### src/rtl/cbc_pkg.sv
package cbc_pkg;

  typedef enum logic [2:0] {
    RD_NONE    = 3'd0,
    RD_HALT    = 3'd1,
    RD_MAP     = 3'd2,
    RD_BOOT_HI = 3'd3,
    RD_BOOT_LO = 3'd4
  } rdSel_e;

  typedef struct packed {
    logic   wrHalt;
    logic   wrMap;
    logic   wrLogical;
    logic   wrBootHi;
    logic   wrBootLo;
    logic   rdStb;
    rdSel_e rdSel;
  } strobe_t;

  localparam int LOGICAL_IDX_W = 8;
  localparam int LOGICAL_VAL_BIT = 8;

endpackage

### src/rtl/cbc_ctrl.sv
module cbc_ctrl
  import cbc_pkg::*;
#(
  parameter int NUM_CORES = 4,
  parameter int ADDR_W = 8,
  parameter int IDX_W = 2,
  parameter logic [ADDR_W-1:0] HALT_OFS = 8'h00,
  parameter logic [ADDR_W-1:0] MAP_OFS = 8'h04,
  parameter logic [ADDR_W-1:0] LOGIC_OFS = 8'h08,
  parameter logic [ADDR_W-1:0] BOOT_BASE = 8'h40
) (
  input  logic              wrEn,
  input  logic              rdEn,
  input  logic [ADDR_W-1:0] addr,
  output strobe_t           stb,
  output logic [IDX_W-1:0]  bootIdx
);

  localparam logic [ADDR_W-1:0] BOOT_SPAN = ADDR_W'(NUM_CORES * 8);

  logic              aligned;
  logic              inBoot;
  logic              isLower;
  logic [ADDR_W-1:0] offs;

  always_comb begin
    aligned = (addr[1:0] == 2'b00);
    offs    = addr - BOOT_BASE;
    inBoot  = aligned && (addr >= BOOT_BASE) && (offs < BOOT_SPAN);
    isLower = offs[2];
    bootIdx = offs[IDX_W+2:3];
  end

  always_comb begin
    stb           = '0;
    stb.rdSel     = RD_NONE;
    stb.rdStb     = rdEn;
    stb.wrHalt    = wrEn && (addr == HALT_OFS);
    stb.wrMap     = wrEn && (addr == MAP_OFS);
    stb.wrLogical = wrEn && (addr == LOGIC_OFS);
    stb.wrBootHi  = wrEn && inBoot && !isLower;
    stb.wrBootLo  = wrEn && inBoot && isLower;
    if (inBoot) begin
      stb.rdSel = isLower ? RD_BOOT_LO : RD_BOOT_HI;
    end else if (addr == HALT_OFS) begin
      stb.rdSel = RD_HALT;
    end else if (addr == MAP_OFS) begin
      stb.rdSel = RD_MAP;
    end
  end

endmodule

### src/rtl/cbc_datapath.sv
module cbc_datapath
  import cbc_pkg::*;
#(
  parameter int NUM_CORES = 4,
  parameter int DATA_W = 32,
  parameter int IDX_W = 2
) (
  input  logic                      clk,
  input  logic                      rstN,
  input  strobe_t                   stb,
  input  logic [IDX_W-1:0]          bootIdx,
  input  logic [DATA_W-1:0]         wrData,
  input  logic [NUM_CORES-1:0]      coreOff,
  output logic [NUM_CORES-1:0]      coreHalt,
  output logic [NUM_CORES-1:0]      coreRelease,
  output logic [2*DATA_W*NUM_CORES-1:0] bootVec,
  output logic [DATA_W-1:0]         rdData
);

  localparam int MAP_W = NUM_CORES * IDX_W;
  localparam int VEC_W = 2 * DATA_W;
  localparam logic [LOGICAL_IDX_W-1:0] NUM_L = LOGICAL_IDX_W'(NUM_CORES);

  function automatic logic [MAP_W-1:0] identityMap();
    logic [MAP_W-1:0] m;
    m = '0;
    for (int i = 0; i < NUM_CORES; i++) begin
      m[i*IDX_W +: IDX_W] = IDX_W'(i);
    end
    return m;
  endfunction

  logic [MAP_W-1:0]          mapQ;
  logic [DATA_W-1:0]         rdQ;
  logic [DATA_W-1:0]         rdNext;
  logic [DATA_W-1:0]         hiAll [NUM_CORES];
  logic [DATA_W-1:0]         loAll [NUM_CORES];
  logic [NUM_CORES-1:0]      setReq;
  logic [NUM_CORES-1:0]      clrReq;
  logic [LOGICAL_IDX_W-1:0]  logIdx;
  logic                      logVal;
  logic                      logValid;
  logic [IDX_W-1:0]          physSel;

  // Logical-to-physical resolution of the single-bit halt port
  always_comb begin
    logIdx   = wrData[LOGICAL_IDX_W-1:0];
    logVal   = wrData[LOGICAL_VAL_BIT];
    logValid = (logIdx < NUM_L);
    physSel  = mapQ[logIdx[IDX_W-1:0]*IDX_W +: IDX_W];
  end

  always_ff @(posedge clk) begin
    if (!rstN) begin
      mapQ <= identityMap();
    end else if (stb.wrMap) begin
      mapQ <= wrData[MAP_W-1:0];
    end
  end

  for (genvar p = 0; p < NUM_CORES; p++) begin : gCore
    logic              haltR;
    logic              pendR;
    logic              relR;
    logic              hitL;
    logic [VEC_W-1:0]  vecR;
    logic [DATA_W-1:0] hiR;
    logic [DATA_W-1:0] loR;

    always_comb begin
      hitL      = stb.wrLogical && logValid && (physSel == IDX_W'(p));
      clrReq[p] = (stb.wrHalt && !wrData[p]) || (hitL && !logVal);
      setReq[p] = (stb.wrHalt && wrData[p]) || (hitL && logVal);
    end

    always_ff @(posedge clk) begin
      if (!rstN) begin
        haltR <= 1'b1;
        pendR <= 1'b0;
        relR  <= 1'b0;
        vecR  <= '0;
      end else begin
        relR <= clrReq[p] && haltR;
        if (clrReq[p] && haltR) begin
          vecR <= {hiR, loR};
        end
        if (clrReq[p]) begin
          haltR <= 1'b0;
          pendR <= 1'b0;
        end else if (setReq[p] || pendR) begin
          if (coreOff[p]) begin
            haltR <= 1'b1;
            pendR <= 1'b0;
          end else if (!haltR) begin
            pendR <= 1'b1;
          end
        end
      end
    end

    always_ff @(posedge clk) begin
      if (!rstN) begin
        hiR <= '0;
        loR <= '0;
      end else begin
        if (stb.wrBootHi && (bootIdx == IDX_W'(p))) hiR <= wrData;
        if (stb.wrBootLo && (bootIdx == IDX_W'(p))) loR <= wrData;
      end
    end

    assign hiAll[p]                  = hiR;
    assign loAll[p]                  = loR;
    assign coreHalt[p]               = haltR;
    assign coreRelease[p]            = relR;
    assign bootVec[p*VEC_W +: VEC_W] = vecR;
  end

  always_comb begin
    case (stb.rdSel)
      RD_HALT:    rdNext = DATA_W'(coreHalt);
      RD_MAP:     rdNext = DATA_W'(mapQ);
      RD_BOOT_HI: rdNext = hiAll[bootIdx];
      RD_BOOT_LO: rdNext = loAll[bootIdx];
      default:    rdNext = '0;
    endcase
  end

  always_ff @(posedge clk) begin
    if (!rstN) begin
      rdQ <= '0;
    end else if (stb.rdStb) begin
      rdQ <= rdNext;
    end
  end

  assign rdData = rdQ;

endmodule

### src/rtl/core_boot_ctrl.sv
module core_boot_ctrl
  import cbc_pkg::*;
#(
  parameter int NUM_CORES = 4,
  parameter int ADDR_W = 8,
  parameter int DATA_W = 32,
  parameter logic [ADDR_W-1:0] HALT_OFS = 8'h00,
  parameter logic [ADDR_W-1:0] MAP_OFS = 8'h04,
  parameter logic [ADDR_W-1:0] LOGIC_OFS = 8'h08,
  parameter logic [ADDR_W-1:0] BOOT_BASE = 8'h40
) (
  input  logic                          clk,
  input  logic                          rstN,
  input  logic                          wrEn,
  input  logic                          rdEn,
  input  logic [ADDR_W-1:0]             addr,
  input  logic [DATA_W-1:0]             wrData,
  output logic [DATA_W-1:0]             rdData,
  input  logic [NUM_CORES-1:0]          coreOff,
  output logic [NUM_CORES-1:0]          coreHalt,
  output logic [NUM_CORES-1:0]          coreRelease,
  output logic [2*DATA_W*NUM_CORES-1:0] bootVec
);

  localparam int IDX_W = (NUM_CORES > 1) ? $clog2(NUM_CORES) : 1;

  strobe_t          stb;
  logic [IDX_W-1:0] bootIdx;

  cbc_ctrl #(
    .NUM_CORES(NUM_CORES),
    .ADDR_W(ADDR_W),
    .IDX_W(IDX_W),
    .HALT_OFS(HALT_OFS),
    .MAP_OFS(MAP_OFS),
    .LOGIC_OFS(LOGIC_OFS),
    .BOOT_BASE(BOOT_BASE)
  ) uCtrl (
    .wrEn(wrEn),
    .rdEn(rdEn),
    .addr(addr),
    .stb(stb),
    .bootIdx(bootIdx)
  );

  cbc_datapath #(
    .NUM_CORES(NUM_CORES),
    .DATA_W(DATA_W),
    .IDX_W(IDX_W)
  ) uData (
    .clk(clk),
    .rstN(rstN),
    .stb(stb),
    .bootIdx(bootIdx),
    .wrData(wrData),
    .coreOff(coreOff),
    .coreHalt(coreHalt),
    .coreRelease(coreRelease),
    .bootVec(bootVec),
    .rdData(rdData)
  );

endmodule

### config.mk
export PLATFORM = sky130hd
export DESIGN_NAME = core_boot_ctrl
export DESIGN_NICKNAME = d
export VERILOG_FILES = /design/src/rtl/cbc_pkg.sv /design/src/rtl/cbc_ctrl.sv /design/src/rtl/cbc_datapath.sv /design/src/rtl/core_boot_ctrl.sv
export SDC_FILE = /design/constraint.sdc
export NUM_CORES = 1
export LEC_CHECK = 0
export ABC_AREA = 1
export BUFFER_PORTS_ARGS = -buffer_cell sky130_fd_sc_hd__buf_2
export CAP_MARGIN = 40
export CORE_MARGIN = 2
export CORE_UTILIZATION = 60
export CTS_CLUSTER_DIAMETER = 50
export CTS_CLUSTER_SIZE = 8
export DETAILED_ROUTE_END_ITERATION = 12
export MAX_ROUTING_LAYER = met4
export PLACE_DENSITY_LB_ADDON = 0.1
export SLEW_MARGIN = 20
export SYNTH_ARGS = -nofsm -noshare
export SYNTH_HDL_FRONTEND = slang
export SYNTH_SLANG_ARGS = --single-unit
### constraint.sdc
create_clock -name clk -period 3.9 [get_ports clk]
set_clock_uncertainty 0.15 [all_clocks]
set_input_delay 0.39 -clock clk [delete_from_list [all_inputs] [get_ports clk]]
set_output_delay 0.39 -clock clk [all_outputs]
set_load 0.01 [all_outputs]
Word-level counts from Yosys, hierarchy flattened. Index checks and enable logic that the tools add are counted.

Word-level logic and storage cells: 164. Register bits after elaboration: 564. Output and inout bits: 296. Bits of input ports: 48.

Add/subtract/negate cells: 1. Mux-type cells: 31. Reductions and logical operators: 83. Magnitude comparators: 4. Equal/unequal tests: 16. Shift operators: 1. Bitwise operators: 2.

Operator list (number): $bmux W32 S2 (2); $mux W32 (4); $pmux W32 S4 (1); $logic_and A1 B1 Y1 (41); $mux W1 (20); $reduce_and A2 Y1 (8); $reduce_bool A2 Y1 (8); $logic_or A1 B1 Y1 (12); $mux W3 (3); $eq A2 B2 Y1 const B (4); $eq A8 B3 Y1 const B (1); $eq A8 B4 Y1 const B (1); $ge A8 B7 Y1 const B (1); $logic_not A8 Y1 (1); $lt A8 B3 Y1 const B (1); $lt A8 B6 Y1 const B (1); $ne A2 B2 Y1 const B (4); $reduce_or A2 Y1 (4); $shiftx A8 B4 Y2 (1); $sub A8 B7 Y8 const B (1); $eq A3 B2 Y1 const B (2); $logic_not A1 Y1 (6); $logic_not A2 Y1 (3); $eq A2 B1 Y1 const B (2); 6 further kinds (6).

Depth between registers and ports, before layout.
Word-level depth: 9. Gate-level depth with buffers: 13.

Cells and area by module. From an unflattened synthesis, not the netlist that was laid out.

Cells, all modules: 3190. Area, all modules: 23621.4 sq um.

By module, submodules not included: cbc_datapath (area each 23446.2 sq um, cells each 3152, instances 1); cbc_ctrl (area each 175.2 sq um, cells each 38, instances 1).

Least setup slack after synthesis. Ideal clock, no wire load.

Kind: in2reg. Start: in wrData[6]. End: reg uData.gCore[0].vecR[18]. Cell stages on the path: 13. Setup slack: 2.031 ns. Library setup time: 0.115 ns. Required time: 3.635 ns. Data arrival time: 1.604 ns. Path through: buf_2 -> nor2_1 -> nand2_1 -> nor2_2 -> nand2_2 -> nor2_2 -> nand3_1 -> nand2_2 -> buf_6 -> buf_4 -> nand3_1 -> nand2_1 -> nor2_1.

Cells in the longest elaborated chain, start to end: 6.

RTL lines: from (decl) (RTL line core_boot_ctrl.sv:17) `input logic [DATA_W-1:0] wrData,`; $lt A8 B3 Y1 (RTL line cbc_datapath.sv:49) `logValid = (logIdx < NUM_L);`; $logic_and A1 B1 Y1 (2 in a row) (RTL line cbc_datapath.sv:71) `hitL = stb.wrLogical && logValid && (physSel == IDX_W'(p));`; $logic_and A1 B1 Y1 (RTL line cbc_datapath.sv:72) `clrReq[p] = (stb.wrHalt && !wrData[p]) || (hitL && !logVal);`; $logic_or A1 B1 Y1 (RTL line cbc_datapath.sv:72); $logic_and A1 B1 Y1 (RTL line cbc_datapath.sv:84) `if (clrReq[p] && haltR) begin`; to (signal assigned) (RTL line cbc_datapath.sv:85) `vecR <= {hiR, loR};`; to (decl) (RTL line cbc_datapath.sv:66) `logic [VEC_W-1:0] vecR;`.

No other way between the ends. A chain may end at the register's enable or synchronous reset.

Worst setup path in the final report.
Start: in addr[5]. End: reg uData.gCore[3].haltR.

Cells in the longest elaborated chain, start to end: 9. Elaborated cells on any way between the ends: 17.

RTL lines: from (decl) (RTL line core_boot_ctrl.sv:16) `input logic [ADDR_W-1:0] addr,`; $eq A8 B4 Y1 (RTL line cbc_ctrl.sv:40) `stb.wrLogical = wrEn && (addr == LOGIC_OFS);`; $logic_and A1 B1 Y1 (RTL line cbc_ctrl.sv:40); $logic_and A1 B1 Y1 (2 in a row) (RTL line cbc_datapath.sv:71); $logic_and A1 B1 Y1 (RTL line cbc_datapath.sv:73) `setReq[p] = (stb.wrHalt && wrData[p]) || (hitL && logVal);`; $logic_or A1 B1 Y1 (RTL line cbc_datapath.sv:73); $logic_or A1 B1 Y1 (RTL line cbc_datapath.sv:90) `end else if (setReq[p] || pendR) begin`; $reduce_bool A2 Y1 (no source line); $reduce_and A2 Y1 (no source line); to (signal assigned) (RTL line cbc_datapath.sv:78) `haltR <= 1'b1;`; to (signal assigned) (RTL line cbc_datapath.sv:88) `haltR <= 1'b0;`; to (signal assigned) (RTL line cbc_datapath.sv:92) `haltR <= 1'b1;`; to (decl) (RTL line cbc_datapath.sv:62) `logic haltR;`.

Several ways; a longest one is shown, not always the timed one.

==> impl_metrics.py <==
metrics = {
    "sta": {
        "timing.final.max_slew_violations": 0,
        "setup_repair_after_global_routing_missed_its_margin": "false",
        "period_minus_slack_ns": 2.53,
        "worst_max_slew_margin_expressed_relative_to_the_limit_pct": 42.6,
        "setup_total_negative_slack_ns": 0,
        "fin_hold_ws_ns": 0.0667,
        "hold_viol": 0,
        "clock.fmax_ghz": 0.395,
        "final_min_period_over_clock_period_pct": 64.8,
        "setup_viol": 0,
        "worst_pin_slew_ns": 0.861,
    },
    "synthesis": {
        "synth.cell_area_sq_mm": 0.0234,
        "syn-instance-count": 3185,
        "synth.area.top_cells": "sky130_fd_sc_hd__dfxtp_1 48%, sky130_fd_sc_hd__a21oi_1 12%, sky130_fd_sc_hd__nand2_1 7.2%",
        "synthDistinctLibCells": 27,
        "synthMostInstantiatedCell": "sky130_fd_sc_hd__dfxtp_1",
        "synth_edf_count": 0,
        "ys_top_cells_by_count": "564 x sky130_fd_sc_hd__dfxtp_1, 554 x sky130_fd_sc_hd__a21oi_1, 451 x sky130_fd_sc_hd__nand2_1",
        "synth-warning-count": 0,
        "synthArstFlopShare_pct": 0,
        "ys.flop_type": "sky130_fd_sc_hd__dfxtp_1",
        "post-synth-top-area-cell": "sky130_fd_sc_hd__dfxtp_1",
        "synth.ff_latch_count": 564,
        "yosys.area.top_type_share_pct": 48.2,
        "postSynthNetCount": 3233,
        "synth.avg_cell_area_sq_um": 7.36,
        "synth_seq_area_share_pct": 48.2,
    },
    "finish": {
        "multi_input_comb_area_sq_mm": 0.00959,
        "layout.area.seq_sq_mm": 0.0113,
        "final_layout_size_suffix_gt1_share_pct": 15.2,
        "num-nets-final": 3428,
        "syn_to_final_growth_pct": 15.4,
        "layout.filler_cells": 3300,
    },
    "floorplanning": {
        "io_pins": 344,
        "rows": 72,
        "core_box_area_sq_mm": 0.0386,
        "die_y_um": 202,
        "start_util_pct": 60.8,
        "die-area_sq_mm": 0.0407,
        "die_w_um": 202,
    },
    "pwr": {
        "irDropWorstVdd_mv": 0.417,
        "power_leakage_uw": 0.0112,
        "power-per-cell-area_mw_per_mm2": 460,
    },
    "grt": {
        "use_met1_pct": 55.2,
        "global_route.usage.total_pct": 41.7,
        "grt_start_max_net_pins": 200,
        "antenna_found_initial": 8,
        "gr-total-overflow": 0,
        "gr-usage-met3_pct": 10.5,
        "globalRoute.busiestLayer": "met2",
        "groute.layer.met2.usage_pct": 59.4,
        "first_global_vias": 21100,
        "wire_length_of_the_first_global_routing_pass_um": 127000,
    },
    "clock_network": {
        "clock_transition_at_the_register_clock_pins_on_the_worst_setup_and_hold_paths_after_cts_ns": 0.05,
        "tritoncts": "built",
        "postCtsResizedCells": 0,
        "clock_latency_ns": 0.60,
        "ctsLongestPathBuffers": 3,
        "cts_buffers": 80,
        "cts_root_buf": "sky130_fd_sc_hd__clkbuf_16",
        "cts_max_level": 3,
        "sinks_on_clock_net": 564,
    },
    "place": {
        "place.gp.congestion": 0.989,
        "detailedPlacementHpwl_um": 59000,
        "port_buffers": 343,
    },
    "drt": {
        "vias": 23600,
        "drt_first_iter_violations": 3637,
        "post_drt_wl_per_cell_um": 21.7,
        "detail_route.vias_per_cell": 6.02,
        "remaining_drc_errors": 0,
        "firstDrtPassIters": 8,
        "postRouteWirelength_um": 85000,
        "postRouteAntennaNets": 0,
    },
    "worst_hold_path": {
        "timing.hold.worst.class": "in -> reg",
    },
    "critical_path": {
        "worst-endpoint-required_ns": 4.24,
        "critical_path.endpoint_type": "flip-flop",
        "startpoint_type": "input pin",
        "critical_path_class": "in -> reg",
        "cp.arrival_ns": 2.86,
        "crit_path_max_fanout": 46,
    },
    "run_status": {
        "status": "finished clean",
    },
    "flow_run": {
        "max-cap-violations": 0,
    },
}
[critical path, stage by stage]
cell	delay, ns
sky130_fd_sc_hd__buf_2	0.09
sky130_fd_sc_hd__nor2_1	0.24
sky130_fd_sc_hd__nand2_2	0.13
sky130_fd_sc_hd__nor2_2	0.51
sky130_fd_sc_hd__nand3_1	0.27
sky130_fd_sc_hd__nand2_4	0.45
sky130_fd_sc_hd__inv_1	0.11
sky130_fd_sc_hd__nand2_1	0.08
sky130_fd_sc_hd__nand2_1	0.04
sky130_fd_sc_hd__dlygate4sd3_1	0.55
[metal layers]
metal	part of all wire (%)	wire length, um
met1	40	34200
met2	43	36600
met3	12	10200
met4	4.7	4040
met5	0	0
[final timing paths]
check,from,end,slack (ns),cells after the start
worst min-delay path,wrData[12],uData.gCore[0].loR[12]$_SDFFE_PN0P_,0.07,3
worst max register to register,uData.mapQ[4]$_SDFFE_PN0P_,uData.gCore[3].haltR$_SDFFE_PN1P_,1.45,10
worst min register to register,uData.rdData[3]$_SDFFE_PN0P_,uData.rdData[3]$_SDFFE_PN0P_,0.32,2
worst max-delay path,addr[5],uData.gCore[3].haltR$_SDFFE_PN1P_,1.37,10
[report_power, final]
part / switching [uW] / internal, uW
Combinational: 378 / 121
Sequential: 4.79 / 5780
Clock: 2460 / 3710
Total: 2850 / 9610
[logic make-up after synthesis]
family                 Yosys count  synth area share, %
AO/OA/AOI/OAI                  998                 22.0
AND/OR/NAND/NOR               1051                 18.7
flip-flops                     564                 48.2
buffers and inverters          572                 11.1
[layout make-up]
type | instances | area share (%)
sequential | 564 | 41.8
multi-input combinational | 2049 | 35.5
timing repair buffer | 396 | 8.33
clock buffer | 86 | 7.64
inverter | 289 | 4.01
tap | 518 | 2.40
clock inverter | 6 | 0.291
antenna | 8 | 0.0740
[stage by stage]
stage          instance area [sq um]  utilization [%]  power [uW]  worst slack [ns]  instances
2_1_floorplan                  23400                -        6180              2.03       3185
3_3_place_gp                   24800             64.2        6360             0.967       3807
3_5_place_dp                   24800             64.3        6370             0.879       3809
4_1_cts                        27000             70.1       12400              1.40       3907
5_1_grt                        27000             70.1       12700              1.18       3914
6_report                       27100             70.2       12500              1.37       3916
[sequential cells by signal, summed over array words and instances, names as in the netlist]
signal             cells
uData.mapQ             8
uData.rdData          32
uData.gCore.vecR     256
uData.gCore.loR      128
uData.gCore.haltR      4
uData.gCore.pendR      4
uData.gCore.relR       4
uData.gCore.hiR      128
[cell usage in the layout (no fill, tap or decap), types with 8 or more instances in the layout]
cell type | synthesis | layout
sky130_fd_sc_hd__o22ai_1 | 112 | 112
sky130_fd_sc_hd__nand2_2 | 8 | 11
sky130_fd_sc_hd__clkbuf_16 | 0 | 81
sky130_fd_sc_hd__nor2_1 | 280 | 279
sky130_fd_sc_hd__dfxtp_1 | 564 | 560
sky130_fd_sc_hd__buf_4 | 17 | 38
sky130_fd_sc_hd__o21ai_0 | 328 | 328
sky130_fd_sc_hd__diode_2 | 0 | 8
sky130_fd_sc_hd__nand3_1 | 292 | 289
sky130_fd_sc_hd__a21oi_1 | 554 | 554
sky130_fd_sc_hd__inv_1 | 286 | 286
sky130_fd_sc_hd__buf_2 | 29 | 342
sky130_fd_sc_hd__nand2_1 | 451 | 444
[timing repair]
action / CTS / global route
endpoints found under the setup margin: 0 / 0
hold endpoints to repair: 19 / 0
hold buffers: 6 / 0
setup buffers: 0 / 0
No activity file was read; power rests on OpenSTA's default activity.
